[config.mk]
export PLATFORM = sky130hd
export DESIGN_NAME = fdc_xfer_seq
export DESIGN_NICKNAME = d
export VERILOG_FILES = /design/src/rtl/fdc_seq_pkg.sv /design/src/rtl/fdc_cmd_word.sv /design/src/rtl/fdc_xfer_track.sv /design/src/rtl/fdc_flag_bank.sv /design/src/rtl/fdc_xfer_seq.sv
export SDC_FILE = /design/constraint.sdc
export NUM_CORES = 1
export LEC_CHECK = 0
export BUFFER_PORTS_ARGS = -buffer_cell sky130_fd_sc_hd__buf_2
export CAP_MARGIN = 15
export CELL_PAD_IN_SITES_DETAIL_PLACEMENT = 1
export CELL_PAD_IN_SITES_GLOBAL_PLACEMENT = 2
export CORE_AREA = 2 2 158 98
export DETAILED_ROUTE_END_ITERATION = 16
export DIE_AREA = 0 0 160 100
export PLACE_DENSITY_LB_ADDON = 0.2
export SLEW_MARGIN = 20
export SYNTH_ARGS = -nofsm -noshare
export SYNTH_HDL_FRONTEND = slang
export SYNTH_SLANG_ARGS = --single-unit
[constraint.sdc]
create_clock -name clk -period 3.35 [get_ports clk]
set_clock_uncertainty 0.2 [all_clocks]
set_input_delay 0.1675 -clock clk [delete_from_list [all_inputs] [get_ports clk]]
set_output_delay 0.1675 -clock clk [all_outputs]
set_load 0.03 [all_outputs]
[src/rtl/fdc_seq_pkg.sv]
// Shared codes for the floppy transfer sequencer.
// Assumes a 16-bit controller word and the bit layout given in the brief.
package fdc_seq_pkg;

    localparam int WORD_W = 16;

    // Status word bit positions
    localparam int CSB_DONE = 5;
    localparam int CSB_TREQ = 7;
    localparam int CSB_ERR  = 15;

    // Data word status bit positions
    localparam int DBB_DEN   = 5;
    localparam int DBB_DMARK = 6;
    localparam int DBB_READY = 7;

    localparam logic [WORD_W-1:0] VOL_LOST  = 16'h0800;
    localparam logic [WORD_W-1:0] INIT_WORD = 16'h4000;
    localparam logic [WORD_W-1:0] FMT_KEY   = 16'h0049;

    // Controller function codes (bits 3:1 of the command word)
    localparam logic [2:0] FN_FILL   = 3'd0;
    localparam logic [2:0] FN_EMPTY  = 3'd1;
    localparam logic [2:0] FN_WRITE  = 3'd2;
    localparam logic [2:0] FN_READ   = 3'd3;
    localparam logic [2:0] FN_FORMAT = 3'd4;
    localparam logic [2:0] FN_STATUS = 3'd5;
    localparam logic [2:0] FN_WDEL   = 3'd6;
    localparam logic [2:0] FN_ERRDMP = 3'd7;

    typedef enum logic [3:0] {
        PH_READ   = 4'd1,
        PH_EMPTY  = 4'd2,
        PH_FILL   = 4'd3,
        PH_WRITE  = 4'd4,
        PH_FORMAT = 4'd5,
        PH_STATUS = 4'd6,
        PH_ERRDMP = 4'd7,
        PH_IDLE   = 4'd8
    } phase_e;

    typedef enum logic [1:0] {
        OP_READ   = 2'd0,
        OP_WRITE  = 2'd1,
        OP_FORMAT = 2'd2,
        OP_STATUS = 2'd3
    } op_e;

    typedef enum logic [2:0] {
        ST_IDLE,
        ST_VCHK,
        ST_INITW,
        ST_CMD,
        ST_P1,
        ST_P2,
        ST_WAIT
    } step_e;

endpackage

[src/rtl/fdc_cmd_word.sv]
// Builds a controller command word from its fields.
// Purely combinational. Interrupt enable and go are always set.
module fdc_cmd_word
    import fdc_seq_pkg::*;
(
    input  logic [2:0]        func,
    input  logic              drive,
    input  logic              den,
    input  logic [1:0]        addr_hi,
    output logic [WORD_W-1:0] word
);
    // Pack the fields into their fixed positions
    always_comb begin
        word        = '0;
        word[0]     = 1'b1;
        word[3:1]   = func;
        word[4]     = drive;
        word[6]     = 1'b1;
        word[8]     = den;
        word[13:12] = addr_hi;
    end
endmodule

[src/rtl/fdc_xfer_track.sv]
// Keeps the per-request transfer position: bytes left, buffer address,
// sector and track. Moves on by one sector on each adv pulse.
// Assumes adv is never pulsed while last is high.
module fdc_xfer_track #(
    parameter int ADDR_W      = 18,
    parameter int CNT_W       = 16,
    parameter int SEC_W       = 5,
    parameter int TRK_W       = 7,
    parameter int SEC_PER_TRK = 26,
    parameter int TRACKS      = 77
) (
    input  logic              clk,
    input  logic              rst_n,
    input  logic              load,
    input  logic              adv,
    input  logic              den,
    input  logic [ADDR_W-1:0] ld_addr,
    input  logic [CNT_W-1:0]  ld_bytes,
    input  logic [SEC_W-1:0]  ld_sector,
    input  logic [TRK_W-1:0]  ld_track,
    output logic [ADDR_W-1:0] addr,
    output logic [SEC_W-1:0]  sector,
    output logic [TRK_W-1:0]  track,
    output logic [CNT_W-1:0]  wcount,
    output logic              last
);
    localparam logic [CNT_W-1:0] SD_BYTES = CNT_W'(128);
    localparam logic [CNT_W-1:0] DD_BYTES = CNT_W'(256);
    localparam logic [SEC_W-1:0] SEC_LAST = SEC_W'(SEC_PER_TRK);
    localparam logic [TRK_W-1:0] TRK_LAST = TRK_W'(TRACKS - 1);

    logic [CNT_W-1:0] left_q;
    logic [CNT_W-1:0] nbps;
    logic [CNT_W-1:0] this_bytes;

    // Sector size and this sector's byte count
    always_comb begin
        nbps       = den ? DD_BYTES : SD_BYTES;
        last       = (left_q <= nbps);
        this_bytes = last ? left_q : nbps;
        wcount     = this_bytes >> 1;
    end

    // Position registers: load at request start, step per finished sector
    always_ff @(posedge clk) begin
        if (!rst_n) begin
            left_q <= '0;
            addr   <= '0;
            sector <= '0;
            track  <= '0;
        end else if (load) begin
            left_q <= ld_bytes;
            addr   <= ld_addr;
            sector <= ld_sector;
            track  <= ld_track;
        end else if (adv) begin
            left_q <= left_q - nbps;
            addr   <= addr + ADDR_W'(nbps);
            if (sector == SEC_LAST) begin
                sector <= SEC_W'(1);
                track  <= (track == TRK_LAST) ? '0 : track + TRK_W'(1);
            end else begin
                sector <= sector + SEC_W'(1);
            end
        end
    end
endmodule

[src/rtl/fdc_flag_bank.sv]
// Holds the drive status flags: density, drive absent, the last deleted-data
// mark and the one-shot deleted-write request. Each has its own load strobe.
module fdc_flag_bank (
    input  logic clk,
    input  logic rst_n,
    input  logic dmark_ld,
    input  logic dmark_val,
    input  logic den_ld,
    input  logic den_val,
    input  logic abs_ld,
    input  logic abs_val,
    input  logic wdel_arm,
    input  logic wdel_use,
    output logic dmark,
    output logic den,
    output logic absent,
    output logic wdel
);
    // Status flags updated on their strobes
    always_ff @(posedge clk) begin
        if (!rst_n) begin
            dmark  <= 1'b0;
            den    <= 1'b0;
            absent <= 1'b0;
        end else begin
            if (dmark_ld) dmark  <= dmark_val;
            if (den_ld)   den    <= den_val;
            if (abs_ld)   absent <= abs_val;
        end
    end

    // One-shot deleted-write flag: arm sets it, use clears it (arm wins)
    always_ff @(posedge clk) begin
        if (!rst_n)        wdel <= 1'b0;
        else if (wdel_arm) wdel <= 1'b1;
        else if (wdel_use) wdel <= 1'b0;
    end
endmodule

[src/rtl/fdc_xfer_seq.sv]
// Floppy transfer sequencer top. Splits each request into ordered controller
// command phases. Parameter words are sent only while the controller asks for
// them, and each phase ends at the controller interrupt. Assumes one
// request at a time and an interrupt pulse that lasts one cycle.
module fdc_xfer_seq
    import fdc_seq_pkg::*;
#(
    parameter int ADDR_W      = 18,
    parameter int CNT_W       = 16,
    parameter int SEC_W       = 5,
    parameter int TRK_W       = 7,
    parameter int SEC_PER_TRK = 26,
    parameter int TRACKS      = 77
) (
    input  logic              clk,
    input  logic              rst_n,
    input  logic              req_valid,
    input  logic [1:0]        req_op,
    input  logic              req_drive,
    input  logic              req_den,
    input  logic [ADDR_W-1:0] req_addr,
    input  logic [CNT_W-1:0]  req_bytes,
    input  logic [SEC_W-1:0]  req_sector,
    input  logic [TRK_W-1:0]  req_track,
    output logic              req_ready,
    input  logic              wdds_arm,
    output logic              done_o,
    output logic              done_err,
    output logic              ddmark,
    output logic              dens_dbl,
    output logic              drive_absent,
    output logic [3:0]        ctl_state,
    input  logic [WORD_W-1:0] cs_in,
    input  logic [WORD_W-1:0] db_in,
    input  logic              irq,
    output logic              cs_wr,
    output logic              db_wr,
    output logic [WORD_W-1:0] wr_data
);
    step_e  step_q, step_d;
    phase_e ph_q, ph_d;
    op_e    op_q;
    logic   drive_q;
    logic   done_d, err_d;

    logic              load, adv;
    logic [ADDR_W-1:0] cur_addr;
    logic [SEC_W-1:0]  cur_sec;
    logic [TRK_W-1:0]  cur_trk;
    logic [CNT_W-1:0]  wcount;
    logic              last_sec;

    logic dmark_ld, den_ld, den_val, abs_ld, abs_val, wdel_use, wdel;
    logic [2:0]        func;
    logic [WORD_W-1:0] cmd_word;
    logic [WORD_W-1:0] p1, p2;
    logic [1:0]        nparam;
    logic              accept;

    fdc_xfer_track #(
        .ADDR_W(ADDR_W), .CNT_W(CNT_W), .SEC_W(SEC_W), .TRK_W(TRK_W),
        .SEC_PER_TRK(SEC_PER_TRK), .TRACKS(TRACKS)
    ) u_track (
        .clk(clk), .rst_n(rst_n), .load(load), .adv(adv), .den(dens_dbl),
        .ld_addr(req_addr), .ld_bytes(req_bytes), .ld_sector(req_sector),
        .ld_track(req_track), .addr(cur_addr), .sector(cur_sec),
        .track(cur_trk), .wcount(wcount), .last(last_sec)
    );

    fdc_flag_bank u_flags (
        .clk(clk), .rst_n(rst_n),
        .dmark_ld(dmark_ld), .dmark_val(db_in[DBB_DMARK]),
        .den_ld(den_ld), .den_val(den_val),
        .abs_ld(abs_ld), .abs_val(abs_val),
        .wdel_arm(wdds_arm), .wdel_use(wdel_use),
        .dmark(ddmark), .den(dens_dbl), .absent(drive_absent), .wdel(wdel)
    );

    fdc_cmd_word u_cmd (
        .func(func), .drive(drive_q), .den(dens_dbl),
        .addr_hi(cur_addr[ADDR_W-1 -: 2]), .word(cmd_word)
    );

    // Function code, parameter words and parameter count of the current phase
    always_comb begin
        func   = FN_ERRDMP;
        p1     = '0;
        p2     = '0;
        nparam = 2'd0;
        case (ph_q)
            PH_READ:   begin func = FN_READ;  nparam = 2'd2; end
            PH_WRITE:  begin func = wdel ? FN_WDEL : FN_WRITE; nparam = 2'd2; end
            PH_EMPTY:  begin func = FN_EMPTY; nparam = 2'd2; end
            PH_FILL:   begin func = FN_FILL;  nparam = 2'd2; end
            PH_FORMAT: begin func = FN_FORMAT; nparam = 2'd1; p1 = FMT_KEY; end
            PH_STATUS: begin func = FN_STATUS; nparam = 2'd0; end
            default:   ;
        endcase
        if (ph_q == PH_READ || ph_q == PH_WRITE) begin
            p1 = WORD_W'(cur_sec);
            p2 = WORD_W'(cur_trk);
        end else if (ph_q == PH_EMPTY || ph_q == PH_FILL) begin
            p1 = WORD_W'(wcount);
            p2 = cur_addr[WORD_W-1:0];
        end
    end

    // The phase that opens each sector of a given operation
    function automatic phase_e first_phase(input op_e op);
        case (op)
            OP_READ:   first_phase = PH_READ;
            OP_WRITE:  first_phase = PH_FILL;
            OP_FORMAT: first_phase = PH_FORMAT;
            default:   first_phase = PH_STATUS;
        endcase
    endfunction

    assign req_ready = (step_q == ST_IDLE) && !irq;
    assign accept    = req_valid && req_ready;
    assign ctl_state = ph_q;

    // Step decisions, bus strobes and side-effect strobes
    always_comb begin
        step_d   = step_q;
        ph_d     = ph_q;
        done_d   = 1'b0;
        err_d    = 1'b0;
        cs_wr    = 1'b0;
        db_wr    = 1'b0;
        wr_data  = '0;
        load     = 1'b0;
        adv      = 1'b0;
        dmark_ld = 1'b0;
        den_ld   = 1'b0;
        den_val  = 1'b0;
        abs_ld   = 1'b0;
        abs_val  = 1'b0;
        wdel_use = 1'b0;
        case (step_q)
            ST_IDLE: begin
                if (irq) begin
                    cs_wr   = 1'b1;
                    wr_data = INIT_WORD;
                end else if (req_valid) begin
                    load   = 1'b1;
                    ph_d   = first_phase(op_e'(req_op));
                    step_d = ST_VCHK;
                    if (op_e'(req_op) == OP_FORMAT) begin
                        den_ld  = 1'b1;
                        den_val = req_den;
                    end
                end
            end
            ST_VCHK: begin
                if (cs_in == VOL_LOST) begin
                    cs_wr   = 1'b1;
                    wr_data = INIT_WORD;
                    step_d  = ST_INITW;
                end else begin
                    step_d = ST_CMD;
                end
            end
            ST_INITW: begin
                if (cs_in[CSB_DONE]) step_d = ST_CMD;
            end
            ST_CMD: begin
                cs_wr    = 1'b1;
                wr_data  = cmd_word;
                wdel_use = (ph_q == PH_WRITE) && wdel;
                step_d   = (nparam == 2'd0) ? ST_WAIT : ST_P1;
            end
            ST_P1: begin
                if (cs_in[CSB_TREQ]) begin
                    db_wr   = 1'b1;
                    wr_data = p1;
                    step_d  = (nparam == 2'd2) ? ST_P2 : ST_WAIT;
                end
            end
            ST_P2: begin
                if (cs_in[CSB_TREQ]) begin
                    db_wr   = 1'b1;
                    wr_data = p2;
                    step_d  = ST_WAIT;
                end
            end
            ST_WAIT: begin
                if (irq) begin
                    if (cs_in[CSB_ERR] && ph_q != PH_STATUS) begin
                        done_d = 1'b1;
                        err_d  = 1'b1;
                        ph_d   = PH_IDLE;
                        step_d = ST_IDLE;
                    end else begin
                        case (ph_q)
                            PH_READ: begin
                                dmark_ld = 1'b1;
                                ph_d     = PH_EMPTY;
                                step_d   = ST_CMD;
                            end
                            PH_FILL: begin
                                ph_d   = PH_WRITE;
                                step_d = ST_CMD;
                            end
                            PH_EMPTY, PH_WRITE: begin
                                if (last_sec) begin
                                    done_d = 1'b1;
                                    ph_d   = PH_IDLE;
                                    step_d = ST_IDLE;
                                end else begin
                                    adv    = 1'b1;
                                    ph_d   = first_phase(op_q);
                                    step_d = ST_VCHK;
                                end
                            end
                            PH_FORMAT: begin
                                done_d = 1'b1;
                                ph_d   = PH_IDLE;
                                step_d = ST_IDLE;
                            end
                            PH_STATUS: begin
                                abs_ld  = 1'b1;
                                abs_val = !db_in[DBB_READY];
                                den_ld  = db_in[DBB_READY];
                                den_val = db_in[DBB_DEN];
                                done_d  = 1'b1;
                                err_d   = !db_in[DBB_READY];
                                ph_d    = PH_IDLE;
                                step_d  = ST_IDLE;
                            end
                            default: begin
                                cs_wr   = 1'b1;
                                wr_data = INIT_WORD;
                                ph_d    = PH_IDLE;
                                step_d  = ST_IDLE;
                            end
                        endcase
                    end
                end
            end
            default: begin
                ph_d   = PH_IDLE;
                step_d = ST_IDLE;
            end
        endcase
    end

    // Sequencer state, request latch and completion pulse
    always_ff @(posedge clk) begin
        if (!rst_n) begin
            step_q   <= ST_IDLE;
            ph_q     <= PH_IDLE;
            op_q     <= OP_READ;
            drive_q  <= 1'b0;
            done_o   <= 1'b0;
            done_err <= 1'b0;
        end else begin
            step_q   <= step_d;
            ph_q     <= ph_d;
            done_o   <= done_d;
            done_err <= err_d;
            if (accept) begin
                op_q    <= op_e'(req_op);
                drive_q <= req_drive;
            end
        end
    end
endmodule

; Word level (Yosys, flattened, before mapping)
; Cells that the tools add are included.
[word_totals]
regBits = 62
out_inout_bits = 28
[classes]
addsub = 4
n_lt_le_gt_ge = 1
eq_ne = 27
muxes = 100
n_bitwise = 1
reduce_logical = 26
[op_table]
columns = cell, count
row1 = 2-to-1 mux 16 bit, 9
row2 = one-hot mux 16 bit (6 select lines), 1
row3 = 2-to-1 mux 15 bit, 5
row4 = 2-to-1 mux 1 bit, 47
row5 = 2-to-1 mux 18 bit, 2
row6 = 2-to-1 mux 7 bit, 5
row7 = one-hot mux 4 bit (3 select lines), 2
row8 = 2-to-1 mux 3 bit, 7
row9 = one-hot mux 3 bit (7 select lines), 1
row10 = 2-to-1 mux 4 bit, 5
row11 = adder 18 x 16 -> 18 bit, 1
row12 = one-hot mux 3 bit (3 select lines), 2
row13 = one-hot mux 3 bit (6 select lines), 1
row14 = equality test 16 x 12 -> 1 bit (second input constant), 1
row15 = <= comparator 16 bit, 1
row16 = subtractor 16 bit, 1
row17 = 2-to-1 mux 5 bit, 3
row18 = equality test 4 x 3 -> 1 bit (second input constant), 3
row19 = inequality test 2 bit (second input constant), 6
row20 = equality test 3 bit (second input constant), 3
row21 = 2-to-1 mux 9 bit, 1
row22 = equality test 4 x 2 -> 1 bit (second input constant), 2
row23 = one-hot mux 2 bit (2 select lines), 2
row24 = OR reduction 2 bit, 4
row25 = other kinds (27), 44

; Longest topological paths before layout
[depth]
depth_word = 9
ltp_mapped = 10

; By module
; From an unflattened synthesis, not the netlist that was laid out.
[hier_totals]
hier_cells = 552
hier_area_um2 = 4436.8
[by_module_without_submodules]
columns = module, n_inst, cells_each, area_per_inst_um2, seq_area_each_um2
row1 = fdc_xfer_track, 1, 298, 2578.7, 920.9
row2 = fdc_xfer_seq, 1, 224, 1587.8, 240.2
row3 = fdc_flag_bank, 1, 12, 142.6, 80.1
row4 = fdc_cmd_word, 1, 18, 127.6, 0.0

; Worst setup path after synthesis
; OpenSTA, ideal clock, no wires.
[synth_timing]
path_type = register -> output
start = register u_flags.den
end = output wr_data[2]
t_arrival_ps = 2729
path_slack_ps = 254
stages_incl_launch_ff = 10
n_path_buf = 1
cell_sequence = dfxtp_1 inv_1 ha_1 and2b_1 nor3_2 o21a_2 buf_6 a32o_1 a21oi_1 o21ai_0
[synth_via]
elab_chain_cells = 7
[synth_rtl]
columns = item, line
row1 = from (decl), fdc_flag_bank.sv:15  ; output logic den,
row2 = from (signal assigned), fdc_flag_bank.sv:27  ; if (den_ld) den <= den_val;
row3 = 2-to-1 mux 9 bit, fdc_xfer_track.sv:38  ; nbps = den ? DD_BYTES : SD_BYTES;
row4 = <= comparator 16 bit, fdc_xfer_track.sv:39  ; last = (left_q <= nbps);
row5 = 2-to-1 mux 16 bit, fdc_xfer_track.sv:40  ; this_bytes = last ? left_q : nbps;
row6 = 2-to-1 mux 16 bit, fdc_xfer_seq.sv:102  ; end else if (ph_q == PH_EMPTY || ph_q == PH_FILL) begin
row7 = 2-to-1 mux 16 bit, fdc_xfer_seq.sv:99  ; if (ph_q == PH_READ || ph_q == PH_WRITE) begin
row8 = 2-to-1 mux 16 bit, fdc_xfer_seq.sv:173  ; if (cs_in[CSB_TREQ]) begin
row9 = one-hot mux 16 bit (6 select lines), fdc_xfer_seq.sv:139  ; case (step_q)
row10 = to (decl), fdc_xfer_seq.sv:38  ; output logic [WORD_W-1:0] wr_data
; Every way passes these cells.

; Final worst setup path
[layout_timing]
start = register u_flags.den
end = output wr_data[1]
; Same word-level chain as after synthesis.

==> results.txt <==
status: finished, final reports clean
CTS Sinks: 62
vias in the first global route: 4653
total number of vias: 4456
P_sw: 1.21 mW
core area: 14800 µm²
WP data required: 2.98 ns
Logic pwr share: 38.5%
Post-CTS Setup Bufs: 0
Initial Util: 27.1%
maximum VDD drop: 0.196 mV
initial detailed-routing violation count: 250
antenna diode count: 0
port bufs: 101
drt drc: 0
# setup viols final: 0
Layout Cells excl Fill: 871
Synth cell types: 75
P_leak: 2.15 nW
wirelength, routed: 15300 µm
ANT nets after route: 0
FFs w/ async S/R, synth: 0%
clock group share of total power: 29.8%
synthesis-stage register bit count: 62
largest cells by area after synthesis: dfxtp_1 (31%), a21oi_1 (7.9%), nand2_1 (5.9%)
multiplexer share of the synthesized area: 1.53%
clk_lat worst skew: 0.32 ns
Synth warnings: 0
fin util: 37.4%
H-tree levels: 3
Mapped Area: 4010 µm²
routed length per instance: 17.6 µm
Inst Count DP: 807
Critical Path Source Type: flop
post-synthesis adder-cell area fraction: 3.49%
pwr/cell area: 566 nW/µm²
drt via density: 5.12
Setup WS pre-CTS: 0.404 ns
combinational family with the most area after synthesis: compound AO/OA/AOI/OAI gates
Post-synth EDFFs: 0
top cell type's share of synthesized area: 30.9%
multi-input logic area: 2520 µm²
Nets: 762
Setup TNS Final: 0 ns
Worst Tran Pin Value: 0.924 ns
io pins: 115
CP endpoint kind: output port
Max Clock Freq: 327 MHz
GRT overflow: 0
FF/Latch Area: 1240 µm²
Fin. Hold Viols: 0
Root Buffer: clkbuf_16
Compound-Gate Fraction of Synth Area: 27.3%
DRT Pass-1 Iters: 4
Period minus WS final: 3.06 ns
crit path DAT: 2.69 ns
initial antenna violation count: 0
RSZ-0062 raised after global routing: no
die area: 16000 µm²
post-synthesis simple-gate area fraction: 25.8%
post-route cell area: 5530 µm²
top cell type by total area after synthesis: dfxtp_1
Slew Limit Headroom: 38.2%
final hold slack: 0.0200 ns
Slew Viols, Final: 0
PnR worst setup slack: 0.291 ns
power share of the sequential group: 31.7%
cell internal pwr: 1.92 mW
Final Power: 3.13 mW
gr usage total: 19.6%
fraction of layout cells with a size suffix above 1: 22.2%
synthesized instance count: 519
first-pass GRT wire length: 24900 µm
DP Wirelength: 11000 µm
fillers: 1830
Post-Synth XOR/XNOR Area: 4.58%
clock tree buffer depth: 2
synthesized area per cell: 7.73 µm²
RD Place Congestion: 0.830
Main synth FF type: dfxtp_1
fin crit share: 91.3%
die height: 100 µm
Worst Setup Path Type: flop to output port
Die Width: 160 µm
CTS tree: built
Syn Nets: 616
Sw Ratio: 38.6%
path type of the worst min-delay path: input port to flop
row count: 35
Seq/Total Area, Yosys: 30.9%
largest net degree at the start of global routing: 65
Area Growth Syn to Fin: 37.9%
clk slew on worst S/H paths: 0.05 ns
CTS Buf Count: 9
total of max-cap violations: 0
CP Max Fanout: 14
Post-DP Area: 4740 µm²
## layout make-up
cell class / count / area share (%)
Timing Repair Buffer: 171 / 21.1
Inverter: 15 / 1.02
Clock inverter: 1 / 0.543
Sequential cell: 62 / 22.4
Clock buffer: 13 / 4.70
Tap cell: 203 / 4.59
Multi-Input combinational cell: 406 / 45.6
## power by group through the flow
stage	clock [mW]	sequential, mW	combinational (mW)
floorplan	0	0.976	0.836
global placement	0	0.999	1.12
detailed placement	0	1.01	1.15
CTS	0.960	0.990	1.20
global route	0.993	1.01	1.33
finish	0.935	0.992	1.21
## worst paths after layout
| check | cells after the start | end | start | slack [ns] |
|---|---|---|---|---|
| max | 9 | wr_data[1] | u_flags.den | 0.29 |
| min | 3 | u_track.track[0] | req_track[0] | 0.02 |
| max reg2reg | 5 | u_track.sector[4] | ctl_state[2] | 0.39 |
| min reg2reg | 2 | u_track.addr[3] | u_track.addr[3] | 0.26 |
## cells in the final DEF, fill, tap and decap left out, types with 4 or more instances in the layout
cell type	n
buf_2	101
nand2_1	63
a21oi_1	63
dfxtp_1	62
dlygate4sd3_1	50
o21ai_0	46
nor2_1	30
nor3_1	19
buf_4	19
nand3_1	15
inv_1	14
xor2_1	11
xnor2_1	10
nand4_1	10
nor4_1	9
and3_1	9
a31oi_1	9
clkbuf_16	9
a22oi_1	8
ha_1	8
and2_1	6
a211oi_1	6
mux2i_1	5
nor3b_1	5
nand2b_1	4
a32o_1	4
nor2b_1	4
a221oi_1	4
## state kept, by name, summed over array words and instances, names as in the netlist, 2 cells and up
name / flops
ctl_state: 4
op_q: 2
u_track.addr: 18
u_track.sector: 5
u_track.track: 7
step_q: 3
u_track.left_q: 16
## worst max-delay path, stage by stage, from the launching register on
cell     delay [ns]
dfxtp_1        0.31
inv_1          0.28
ha_1           0.31
and2b_1        0.18
nor3_2         0.28
o21a_4         0.32
a32o_1         0.19
a21oi_1        0.06
o21ai_0        0.20
buf_2          0.24
## synth_stat cells, types with 3 or more instances
cell type,count
nand4_1,10
inv_1,14
dfxtp_1,62
nor3b_1,5
xnor2_1,10
buf_2,3
clkbuf_1,22
nand2b_1,4
a31oi_1,9
xor2_1,11
and3_1,9
buf_4,5
a311oi_1,3
a21oi_1,63
a211oi_1,6
nor2_1,30
nor3_1,19
nand4b_1,3
nand3_1,15
nor4_1,9
nand2_1,63
mux2i_1,5
buf_6,3
and2_1,6
a32o_1,4
o21ai_0,46
ha_1,8
a22oi_1,8
a221oi_1,4
nor2b_1,4
## layer usage
metal	track usage, %	vias to the layer above	share of wire [%]
li1	-	2203	-
met1	26.8	2165	51
met2	32.5	80	45
met3	3.47	8	3.1
met4	4.85	0	0.73
met5	0	-	0
## cells by family (layout without fill, tap and decap cells)
logic type,Yosys count,in the layout
flops,62,62
fa+ha+maj,10,10
simple gates,196,196
compound gates,173,173
buf+inv,51,200
mux,6,6
xor+xnor,21,21
## timing repair
action | CTS | global route
setup endpoints to repair | 0 | 6
hold buffers | 50 | 0
gates resized for setup | 0 | 1
hold endpoints to repair | 50 | 0
(Power assumes the default switching activity.)
